File: config.mk
export PLATFORM = sky130hd
export DESIGN_NAME = tr_trace_reporter
export DESIGN_NICKNAME = d
export VERILOG_FILES = /design/src/rtl/tr_pkg.sv /design/src/rtl/tr_byte_shifter.sv /design/src/rtl/tr_sequencer.sv /design/src/rtl/tr_trace_reporter.sv
export SDC_FILE = /design/constraint.sdc
export NUM_CORES = 1
export LEC_CHECK = 0
export ABC_AREA = 1
export BUFFER_PORTS_ARGS = -buffer_cell sky130_fd_sc_hd__clkbuf_2
export CORE_MARGIN = 1
export CORE_UTILIZATION = 59
export CTS_CLUSTER_DIAMETER = 120
export DETAILED_ROUTE_END_ITERATION = 10
export PLACE_DENSITY = 0.79
export SYNTH_ARGS = -nofsm -noshare
export SYNTH_HDL_FRONTEND = slang
export SYNTH_SLANG_ARGS = --single-unit
File: constraint.sdc
create_clock -name clk -period 1.8 [get_ports clk]
set_input_delay 0.18 -clock clk [delete_from_list [all_inputs] [get_ports clk]]
set_output_delay 0.18 -clock clk [all_outputs]
set_load 0.02 [all_outputs]
File: src/rtl/tr_pkg.sv
package tr_pkg;
  typedef enum logic [2:0] {
    ST_IDLE,
    ST_ISSUE,
    ST_WAIT,
    ST_DESEL,
    ST_RB1,
    ST_RB2
  } tr_state_e;

  typedef enum logic {
    OP_PROBE,
    OP_WRITE
  } tr_op_e;
endpackage

File: src/rtl/tr_byte_shifter.sv
module tr_byte_shifter #(
  parameter int DIV = 4
) (
  input  logic       clk,
  input  logic       rst_n,
  input  logic       start_i,
  input  logic [7:0] byte_i,
  input  logic       miso_i,
  output logic       sck_o,
  output logic       mosi_o,
  output logic       busy_o,
  output logic       done_o,
  output logic [7:0] byte_o
);
  localparam int PW = $clog2(DIV);
  localparam logic [PW-1:0] PH_RISE = PW'(DIV / 2 - 1);
  localparam logic [PW-1:0] PH_LAST = PW'(DIV - 1);

  logic [PW-1:0] phase_q, phase_d;
  logic [2:0]    bit_q, bit_d;
  logic [7:0]    tx_q, tx_d, rx_q, rx_d;
  logic          busy_q, busy_d, sck_q, sck_d, done_q, done_d;

  always_comb begin
    phase_d = phase_q;
    bit_d   = bit_q;
    tx_d    = tx_q;
    rx_d    = rx_q;
    busy_d  = busy_q;
    sck_d   = sck_q;
    done_d  = 1'b0;
    if (!busy_q) begin
      if (start_i) begin
        tx_d    = byte_i;
        busy_d  = 1'b1;
        phase_d = '0;
        bit_d   = '0;
        sck_d   = 1'b0;
      end
    end else if (phase_q == PH_RISE) begin
      sck_d   = 1'b1;
      rx_d    = {rx_q[6:0], miso_i};
      phase_d = phase_q + 1'b1;
    end else if (phase_q == PH_LAST) begin
      sck_d   = 1'b0;
      phase_d = '0;
      tx_d    = {tx_q[6:0], 1'b0};
      if (bit_q == 3'd7) begin
        busy_d = 1'b0;
        done_d = 1'b1;
      end else begin
        bit_d = bit_q + 1'b1;
      end
    end else begin
      phase_d = phase_q + 1'b1;
    end
  end

  always_ff @(posedge clk or negedge rst_n) begin
    if (!rst_n) begin
      phase_q <= '0;
      bit_q   <= '0;
      tx_q    <= '0;
      rx_q    <= '0;
      busy_q  <= 1'b0;
      sck_q   <= 1'b0;
      done_q  <= 1'b0;
    end else begin
      phase_q <= phase_d;
      bit_q   <= bit_d;
      tx_q    <= tx_d;
      rx_q    <= rx_d;
      busy_q  <= busy_d;
      sck_q   <= sck_d;
      done_q  <= done_d;
    end
  end

  assign sck_o  = sck_q;
  assign mosi_o = tx_q[7];
  assign busy_o = busy_q;
  assign done_o = done_q;
  assign byte_o = rx_q;

  // the sequencer never restarts the shifter in the middle of a byte
  assert_no_restart_R6: assert property (@(posedge clk) disable iff (!rst_n)
    start_i |-> !busy_q);
endmodule

File: src/rtl/tr_sequencer.sv
module tr_sequencer
  import tr_pkg::*;
#(
  parameter int          CODE_W    = 32,
  parameter int          ID_W      = 32,
  parameter int          CMD_BYTES = 2,
  parameter logic [31:0] EXPECT_ID = 32'h0412_0000,
  parameter logic [7:0]  WR_CMD    = 8'hA0
) (
  input  logic              clk,
  input  logic              rst_n,
  input  logic              probe_start_i,
  input  logic              req_valid_i,
  input  logic [CODE_W-1:0] req_code_i,
  input  logic              xfer_done_i,
  input  logic [7:0]        rx_byte_i,
  output logic              start_o,
  output logic [7:0]        tx_byte_o,
  output logic              cs_n_o,
  output logic              busy_o,
  output logic              done_o,
  output logic              probe_ok_o
);
  localparam int PROBE_LEN = CMD_BYTES + ID_W / 8;
  localparam int WRITE_LEN = 1 + CODE_W / 8;
  localparam int MAX_LEN   = (PROBE_LEN > WRITE_LEN) ? PROBE_LEN : WRITE_LEN;
  localparam int IW        = $clog2(MAX_LEN);
  localparam logic [IW-1:0] PROBE_LAST = IW'(PROBE_LEN - 1);
  localparam logic [IW-1:0] WRITE_LAST = IW'(WRITE_LEN - 1);
  localparam logic [IW-1:0] ID_FIRST   = IW'(CMD_BYTES);

  tr_state_e         state_q, state_d;
  tr_op_e            op_q, op_d;
  logic [IW-1:0]     idx_q, idx_d;
  logic [CODE_W-1:0] code_q, code_d;
  logic [ID_W-1:0]   id_q, id_d;
  logic              ok_q, ok_d, done_q, done_d;
  logic [IW-1:0]     last_idx;

  assign last_idx = (op_q == OP_PROBE) ? PROBE_LAST : WRITE_LAST;

  always_comb begin
    state_d = state_q;
    op_d    = op_q;
    idx_d   = idx_q;
    code_d  = code_q;
    id_d    = id_q;
    ok_d    = ok_q;
    done_d  = 1'b0;
    case (state_q)
      ST_IDLE: begin
        if (probe_start_i) begin
          op_d    = OP_PROBE;
          idx_d   = '0;
          id_d    = '0;
          state_d = ST_ISSUE;
        end else if (req_valid_i) begin
          if (ok_q) begin
            op_d    = OP_WRITE;
            idx_d   = '0;
            code_d  = req_code_i;
            state_d = ST_ISSUE;
          end else begin
            done_d = 1'b1;
          end
        end
      end
      ST_ISSUE: state_d = ST_WAIT;
      ST_WAIT: begin
        if (xfer_done_i) begin
          if (op_q == OP_PROBE && idx_q >= ID_FIRST)
            id_d = {id_q[ID_W-9:0], rx_byte_i};
          if (op_q == OP_WRITE && idx_q != '0)
            code_d = {code_q[CODE_W-9:0], 8'h00};
          if (idx_q == last_idx) begin
            state_d = ST_DESEL;
          end else begin
            idx_d   = idx_q + 1'b1;
            state_d = ST_ISSUE;
          end
        end
      end
      ST_DESEL: state_d = ST_RB1;
      ST_RB1:   state_d = ST_RB2;
      ST_RB2: begin
        state_d = ST_IDLE;
        if (op_q == OP_PROBE) ok_d = (id_q == ID_W'(EXPECT_ID));
        else                  done_d = 1'b1;
      end
      default: state_d = ST_IDLE;
    endcase
  end

  always_ff @(posedge clk or negedge rst_n) begin
    if (!rst_n) begin
      state_q <= ST_IDLE;
      op_q    <= OP_PROBE;
      idx_q   <= '0;
      code_q  <= '0;
      id_q    <= '0;
      ok_q    <= 1'b0;
      done_q  <= 1'b0;
    end else begin
      state_q <= state_d;
      op_q    <= op_d;
      idx_q   <= idx_d;
      code_q  <= code_d;
      id_q    <= id_d;
      ok_q    <= ok_d;
      done_q  <= done_d;
    end
  end

  assign start_o    = (state_q == ST_ISSUE);
  assign tx_byte_o  = (op_q == OP_PROBE) ? 8'h00 :
                      (idx_q == '0) ? WR_CMD : code_q[CODE_W-1 -: 8];
  assign cs_n_o     = !(state_q == ST_ISSUE || state_q == ST_WAIT);
  assign busy_o     = (state_q != ST_IDLE);
  assign done_o     = done_q;
  assign probe_ok_o = ok_q;

  // the match flag only moves on the final settle cycle of a probe
  assert_ok_hold_R3: assert property (@(posedge clk) disable iff (!rst_n)
    (state_q != ST_RB2) |=> $stable(ok_q));
  // completion is reported only from idle
  assert_done_idle_R7: assert property (@(posedge clk) disable iff (!rst_n)
    done_q |-> (state_q == ST_IDLE));
  // an unmatched request is answered at once and leaves the link alone
  assert_drop_R5: assert property (@(posedge clk) disable iff (!rst_n)
    (state_q == ST_IDLE && req_valid_i && !probe_start_i && !ok_q)
      |=> (state_q == ST_IDLE && done_q));
endmodule

File: src/rtl/tr_trace_reporter.sv
module tr_trace_reporter #(
  parameter int          DIV       = 4,
  parameter logic [31:0] EXPECT_ID = 32'h0412_0000,
  parameter logic [7:0]  WR_CMD    = 8'hA0
) (
  input  logic        clk,
  input  logic        rst_n,
  input  logic        probe_start,
  input  logic        req_valid,
  input  logic [31:0] req_code,
  output logic        busy,
  output logic        done,
  output logic        probe_ok,
  output logic        link_cs_n,
  output logic        link_sck,
  output logic        link_mosi,
  input  logic        link_miso
);
  logic       sh_start, sh_busy, sh_done;
  logic [7:0] sh_tx, sh_rx;

  tr_sequencer #(
    .CODE_W   (32),
    .ID_W     (32),
    .CMD_BYTES(2),
    .EXPECT_ID(EXPECT_ID),
    .WR_CMD   (WR_CMD)
  ) seq_i (
    .clk          (clk),
    .rst_n        (rst_n),
    .probe_start_i(probe_start),
    .req_valid_i  (req_valid),
    .req_code_i   (req_code),
    .xfer_done_i  (sh_done),
    .rx_byte_i    (sh_rx),
    .start_o      (sh_start),
    .tx_byte_o    (sh_tx),
    .cs_n_o       (link_cs_n),
    .busy_o       (busy),
    .done_o       (done),
    .probe_ok_o   (probe_ok)
  );

  tr_byte_shifter #(.DIV(DIV)) shift_i (
    .clk    (clk),
    .rst_n  (rst_n),
    .start_i(sh_start),
    .byte_i (sh_tx),
    .miso_i (link_miso),
    .sck_o  (link_sck),
    .mosi_o (link_mosi),
    .busy_o (sh_busy),
    .done_o (sh_done),
    .byte_o (sh_rx)
  );

  // every shifted bit lies inside a select window
  assert_shift_selected_R2: assert property (@(posedge clk) disable iff (!rst_n)
    sh_busy |-> !link_cs_n);
  // link clock rests low outside a select window
  assert_sck_idle_R9: assert property (@(posedge clk) disable iff (!rst_n)
    link_cs_n |-> !link_sck);
  // completion never coincides with activity
  assert_done_not_busy_R7: assert property (@(posedge clk) disable iff (!rst_n)
    done |-> !busy);
endmodule

-- Yosys cells after proc, flatten, opt, wreduce, memory -nomap -nowiden
Cells that the tools add are included.
- register bits after elaboration: 97
- output and inout port bits: 6
- add/subtract/negate cells: 3
- $lt $le $gt $ge: 1
- eq/ne operators: 24
- multiplexer cells: 59
- bitwise logic cells: 1
- reductions and logical operators: 22
- operator list (operator ; number):
    two-way mux 32 bit ; 8
    case mux 32 bit (2 select lines) ; 2
    two-way mux 8 bit ; 6
    two-way mux 3 bit ; 14
    equality test 32 x 27 -> 1 bit, second input constant ; 1
    two-way mux 1 bit ; 21
    case mux 3 bit (5 select lines) ; 1
    != test 2 bit, second input constant ; 7
    two-way mux 2 bit ; 5
    equality test 3 bit, second input constant ; 3
    AND reduction 3 bit ; 3
    != test 2 x 1 -> 1 bit, second input constant ; 4
    AND reduction 4 bit ; 2
    nonzero test 2 bit ; 4
    adder 3 x 1 -> 3 bit, second input constant ; 2
    equality test 3 x 2 -> 1 bit, second input constant ; 2
    logical NOT 3 bit ; 2
    != test 3 bit, second input constant ; 2
    case mux 3 bit (2 select lines) ; 1
    AND reduction 2 bit ; 3
    AND reduction 6 bit ; 1
    nonzero test 3 bit ; 2
    AND reduction 5 bit ; 1
    equality test 3 x 1 -> 1 bit, second input constant ; 1
    other kinds (11) ; 12

-- Logic depth before layout (Yosys ltp)
- word-level depth: 5
- mapped depth: 9
- gate-level depth less buffers: 9

-- Modules after synthesis
Synthesis repeated with hierarchy kept, for this count alone.
- cells, all modules: 655
- area total of the unflattened synthesis: 5026.1 um^2
- modules (own cells, without submodules) (module ; times used ; cells each ; area each (um^2)):
    tr_sequencer ; 1 ; 517 ; 3873.7
    tr_byte_shifter ; 1 ; 138 ; 1152.4

-- Worst setup path after synthesis
No wires, ideal clock.
- path type: register to register
- from: reg seq_i.idx_q[0]
- to: reg seq_i.code_q[12]
- data arrival time: 1358 ps
- required time: 1735 ps
- setup slack: 377 ps
- cell stages (with the launch flop): 9
- buffers on the path: 1
- clock period less this slack: 1423 ps
- cells stage by stage: dfrtp_1 -> inv_1 -> ha_1 -> nand2_1 -> nand2_1 -> nand2_4 -> clkbuf_1 -> nand3_1 -> nand2_1
- word-level cells in the longest chain between the ends: 4
- RTL lines (element ; line ; RTL):
    start, declared ; tr_sequencer.sv:34 ; logic [IW-1:0] idx_q, idx_d;
    start signal, assigned ; tr_sequencer.sv:106 ; idx_q <= idx_d;
    nonzero test 3 bit ; tr_sequencer.sv:73 ; if (op_q == OP_WRITE && idx_q != '0)
    logical AND 1 bit ; tr_sequencer.sv:73 ;
    != test 2 x 1 -> 1 bit (no line) ; -- ;
    AND reduction 6 bit (no line) ; -- ;
    end signal, assigned ; tr_sequencer.sv:107 ; code_q <= code_d;
    end, declared ; tr_sequencer.sv:35 ; logic [CODE_W-1:0] code_q, code_d;
No other way between the ends.
A chain may end at the register's enable or synchronous reset.

-- Worst setup path after layout
- from: reg seq_i.state_q[0]
- to: out link_cs_n
- word-level cells in the longest chain between the ends: 3
- RTL lines (element ; line ; RTL):
    start, declared ; tr_sequencer.sv:32 ; tr_state_e state_q, state_d;
    start signal, assigned ; tr_sequencer.sv:104 ; state_q <= state_d;
    equality test 3 x 1 -> 1 bit or equality test 3 x 2 -> 1 bit (tied branches) ; tr_sequencer.sv:117 ; assign cs_n_o = !(state_q == ST_ISSUE || state_q == ST_WAIT);
    logical OR 1 bit (*) ; tr_sequencer.sv:117 ;
    logical NOT 1 bit (*) ; tr_sequencer.sv:117 ;
    end, declared ; tr_trace_reporter.sv:14 ; output logic link_cs_n,
Every way passes the cells marked *; elsewhere a longest branch is shown, timed or not.

==> flow_summary.toml <==
[final_layout]
final_cells = 778
finish.net_count = 714
post_synthesis_to_final_layout_area_growth_pct = 11.9
fill_cells = 648
layout_commonest_cell = "nand2_1"
drive_above_1_share_pct = 13.5
mostFrequentLayoutCells = "306 x nand2_1, 97 x dfrtp_1, 47 x nand3_1"
diodes = 0

[timing]
grt_setup_unrepaired = "false"
layout_worst_path_cycle_share_pct = 94.5
final_hold_viol_count = 0
setup_violations = 0
timing.max_slew.rel_slack_pct = 64.7
fin_crit_ps = 1700
slew_violations = 0
setup_total_negative_slack_ps = 0
clock_tree_skew_after_final_layout_ps = 9.01
worst_slew_pin_slew_ps = 529
achievable-frequency_mhz = 588

[setup_path]
r2r_end = "seq_i.code_q[19]"
timing.critical_path.arrival_ps = 1520
worst_path_dominant_cell_family = "flip-flops"
worst_ep_required_time_ps = 1620
critPathMaxFanout = 18
crit_path_cell_trace = "nor2_4 > nand2_4 > inv_6 > nor2_1 > clkbuf_2"
worstSetupPathType = "reg -> out"
worst_case_reg_to_reg_path_depth = 8
cpPeakStageDelay_ps = 450
crit_path_start_kind = "register"
worst-r2r-setup-slack_ps = 150
critical_path.n_buffers_inverters = 2
cp_slowest_cell = "dfrtp_1"
setup.worst_path.end_class = "primary output"
r2r-start = "seq_i.idx_q[0]"

[global_route]
grt_start_max_net_pins = 39
grt.met1_usage_pct = 32.6
grt_use_total_pct = 24.8
gr-max-usage-layer = "met2"
overflow = 0
m3_gr_usage_pct = 4.27
grtUsageMet2_pct = 42.8
number_of_global_route_vias_before_repair = 3926
grt_antenna_before_repair = 0
grt_pass1_wl_mm = 17.0

[detailed_routing]
avgViaCountPerCell = 5.10
wirelength_per_cell_um = 12.6
routed-via-count = 3971
initialDrtViolationCount = 287
drc_errors = 0
detailedRoute.firstPassIterationCount = 4
route.final.wire_length_mm = 9.78
final_antenna_net_count = 0

[floorplan]
initial_utilization_pct = 61.8
fp.coreArea_mm2 = 0.00785
floorplan.die.height_um = 92.7
die_area_mm2 = 0.00859
fp-row-count = 32
x_dimension_of_the_die_um = 92.7
boundaryPins = 43

[run_status]
outcome = "complete, no violations"

[power_and_ir_drop]
power_density_mw_per_mm2 = 1540
irDropWorstVdd_uv = 964
static-leakage-power_nw = 2.99

[cts]
cts.clk_slew.worst_paths_ps = 90
cts_tree = "done"
clk_latency_ps = 370
cts_buffers = 9
cts_root_buffer = "clkbuf_8"
h-tree-depth = 3
clock_tree.buffer_depth = 2
cts.sink_count = 97

[synth]
yosys_warnings = 0
ys_seq_elements = 97
post_synth_inst_count = 630
synth_area_per_cell_um2 = 7.70
ys_types = 31
yosysSeqAreaShare_pct = 50.0
syn_nets = 673
synth_area_mm2 = 0.00485

[placed_design]
gp_routability_congestion = 0.858
placed_cells_incl_taps = 760
dp_hpwl_mm = 6.38
portBuffers = 42

[worst_hold_path]
worst_hold_startpoint = "req_code[5]"
hold_depth = 3
worst_hold_path_type = "in -> reg"
hold-path-endpoint = "seq_i.code_q[5]"

[run]
maxCapViolations = 0
worst max-delay path by stage:
stage                       start          endpoint  slack (ps)  depth (start not counted)
6_report         seq_i.state_q[0]         link_cs_n         100                          5
5_1_grt            seq_i.idx_q[0]  seq_i.code_q[10]          20                          8
4_1_cts          seq_i.state_q[0]         link_cs_n          50                          5
3_5_place_dp   shift_i.phase_q[0]  shift_i.bit_q[1]         140                          5
3_3_place_gp   shift_i.phase_q[0]   shift_i.tx_q[6]         210                          6
2_1_floorplan      seq_i.idx_q[0]  seq_i.code_q[12]         380                          8
cell type report:
cell class | count | area, µm² | share of cell area (%)
multi-input cells | 470 | 2130 | 39.2
flip-flops and latches | 97 | 2430 | 44.7
well taps | 102 | 128 | 2.35
clock buffers | 11 | 141 | 2.60
clock inverters | 5 | 103 | 1.89
inverters | 36 | 140 | 2.58
repair buffers | 57 | 365 | 6.73
logic make-up after synthesis:
logic type                 count (synthesis)  share of synthesized area (%)
AOI/OAI and AO/OA                         28                           3.53
and+or+nand+nor                          434                           38.3
xor gates and xnor gates                   1                          0.180
buffers and inverters                     64                           6.42
DFF                                       97                           50.0
adders and majority gates                  6                           1.55
tightest hold or removal path, cell delays in order:
cell and delay, ps:
clkbuf_2 70, nand2_1 40, nand2_1 50
registers in the layout, indices dropped and copies added (netlist names):
register and flops:
seq_i.id_q 32, seq_i.state_q 3, shift_i.byte_o 8, shift_i.busy_o 1, shift_i.bit_q 3, seq_i.op_q 1
shift_i.sck_o 1, seq_i.done_o 1, seq_i.idx_q 3, seq_i.probe_ok_o 1, shift_i.done_o 1, seq_i.code_q 32
shift_i.tx_q 8, shift_i.phase_q 2
routing by layer:
| metal | vias to the layer above | share of wire, % |
|---|---|---|
| met1 | 1846 | 46 |
| met5 | - | 0 |
| met3 | 8 | 4.4 |
| li1 | 2039 | - |
| met4 | 0 | 0.98 |
| met2 | 78 | 48 |
report_power, final:
group / switching [mW] / internal, mW / total (mW)
sequential: 0.350 / 2.74 / 3.10
clock: 0.745 / 0.959 / 1.70
combinational: 2.46 / 1.13 / 3.59
synthesized netlist by cell type:
cell type  number  area [µm²]
inv_1          33         124
inv_2           2        7.51
o21bai_1        1        7.51
a21oi_1         2        10.0
buf_4           7        52.6
buf_6           2        22.5
nand2_2         2        12.5
nand3_1        47         235
nand3b_1       22         165
or2_2           3        18.8
nand2_4         3        33.8
a21oi_4         1        16.3
clkbuf_1        5        18.8
o22ai_1         1        6.26
nor3b_1         1        7.51
nand2_1       307        1150
nand3b_4        1        20.0
dfrtp_1        97        2430
inv_4           1        6.26
o21ai_0        20         100
buf_2          13        65.1
nor3_1          2        10.0
nand4_1         1        6.26
nor2_4          3        33.8
nor3_2          1        10.0
xnor2_1         1        8.76
a22oi_1         2        15.0
buf_8           1        15.0
ha_1            6        75.1
o21ai_4         1        16.3
nor2_1         41         154
through the flow:
stage / total power [mW] / setup WS (ps) / hold slack, ps / utilization, % / cell area [µm²]
after floorplan: 5.86 / 377 / -116 / - / 4850
after global placement: 6.51 / 208 / 165 / 65.8 / 5160
after detailed placement: 6.63 / 137 / 158 / 65.8 / 5160
after CTS: 8.35 / 48.2 / 5.09 / 69.0 / 5420
after global routing: 9.07 / 22.1 / 8.69 / 69.2 / 5430
final: 8.39 / 99.9 / 5.94 / 69.2 / 5430
what timing repair did:
action / CTS / global route
setup endpoints to repair: 0 / 15
buffers inserted: 0 / 0
endpoints found under the hold margin: 30 / 0
hold buffers: 1 / 0
resized for setup: 0 / 3
Power figures use the tool's default switching activity.
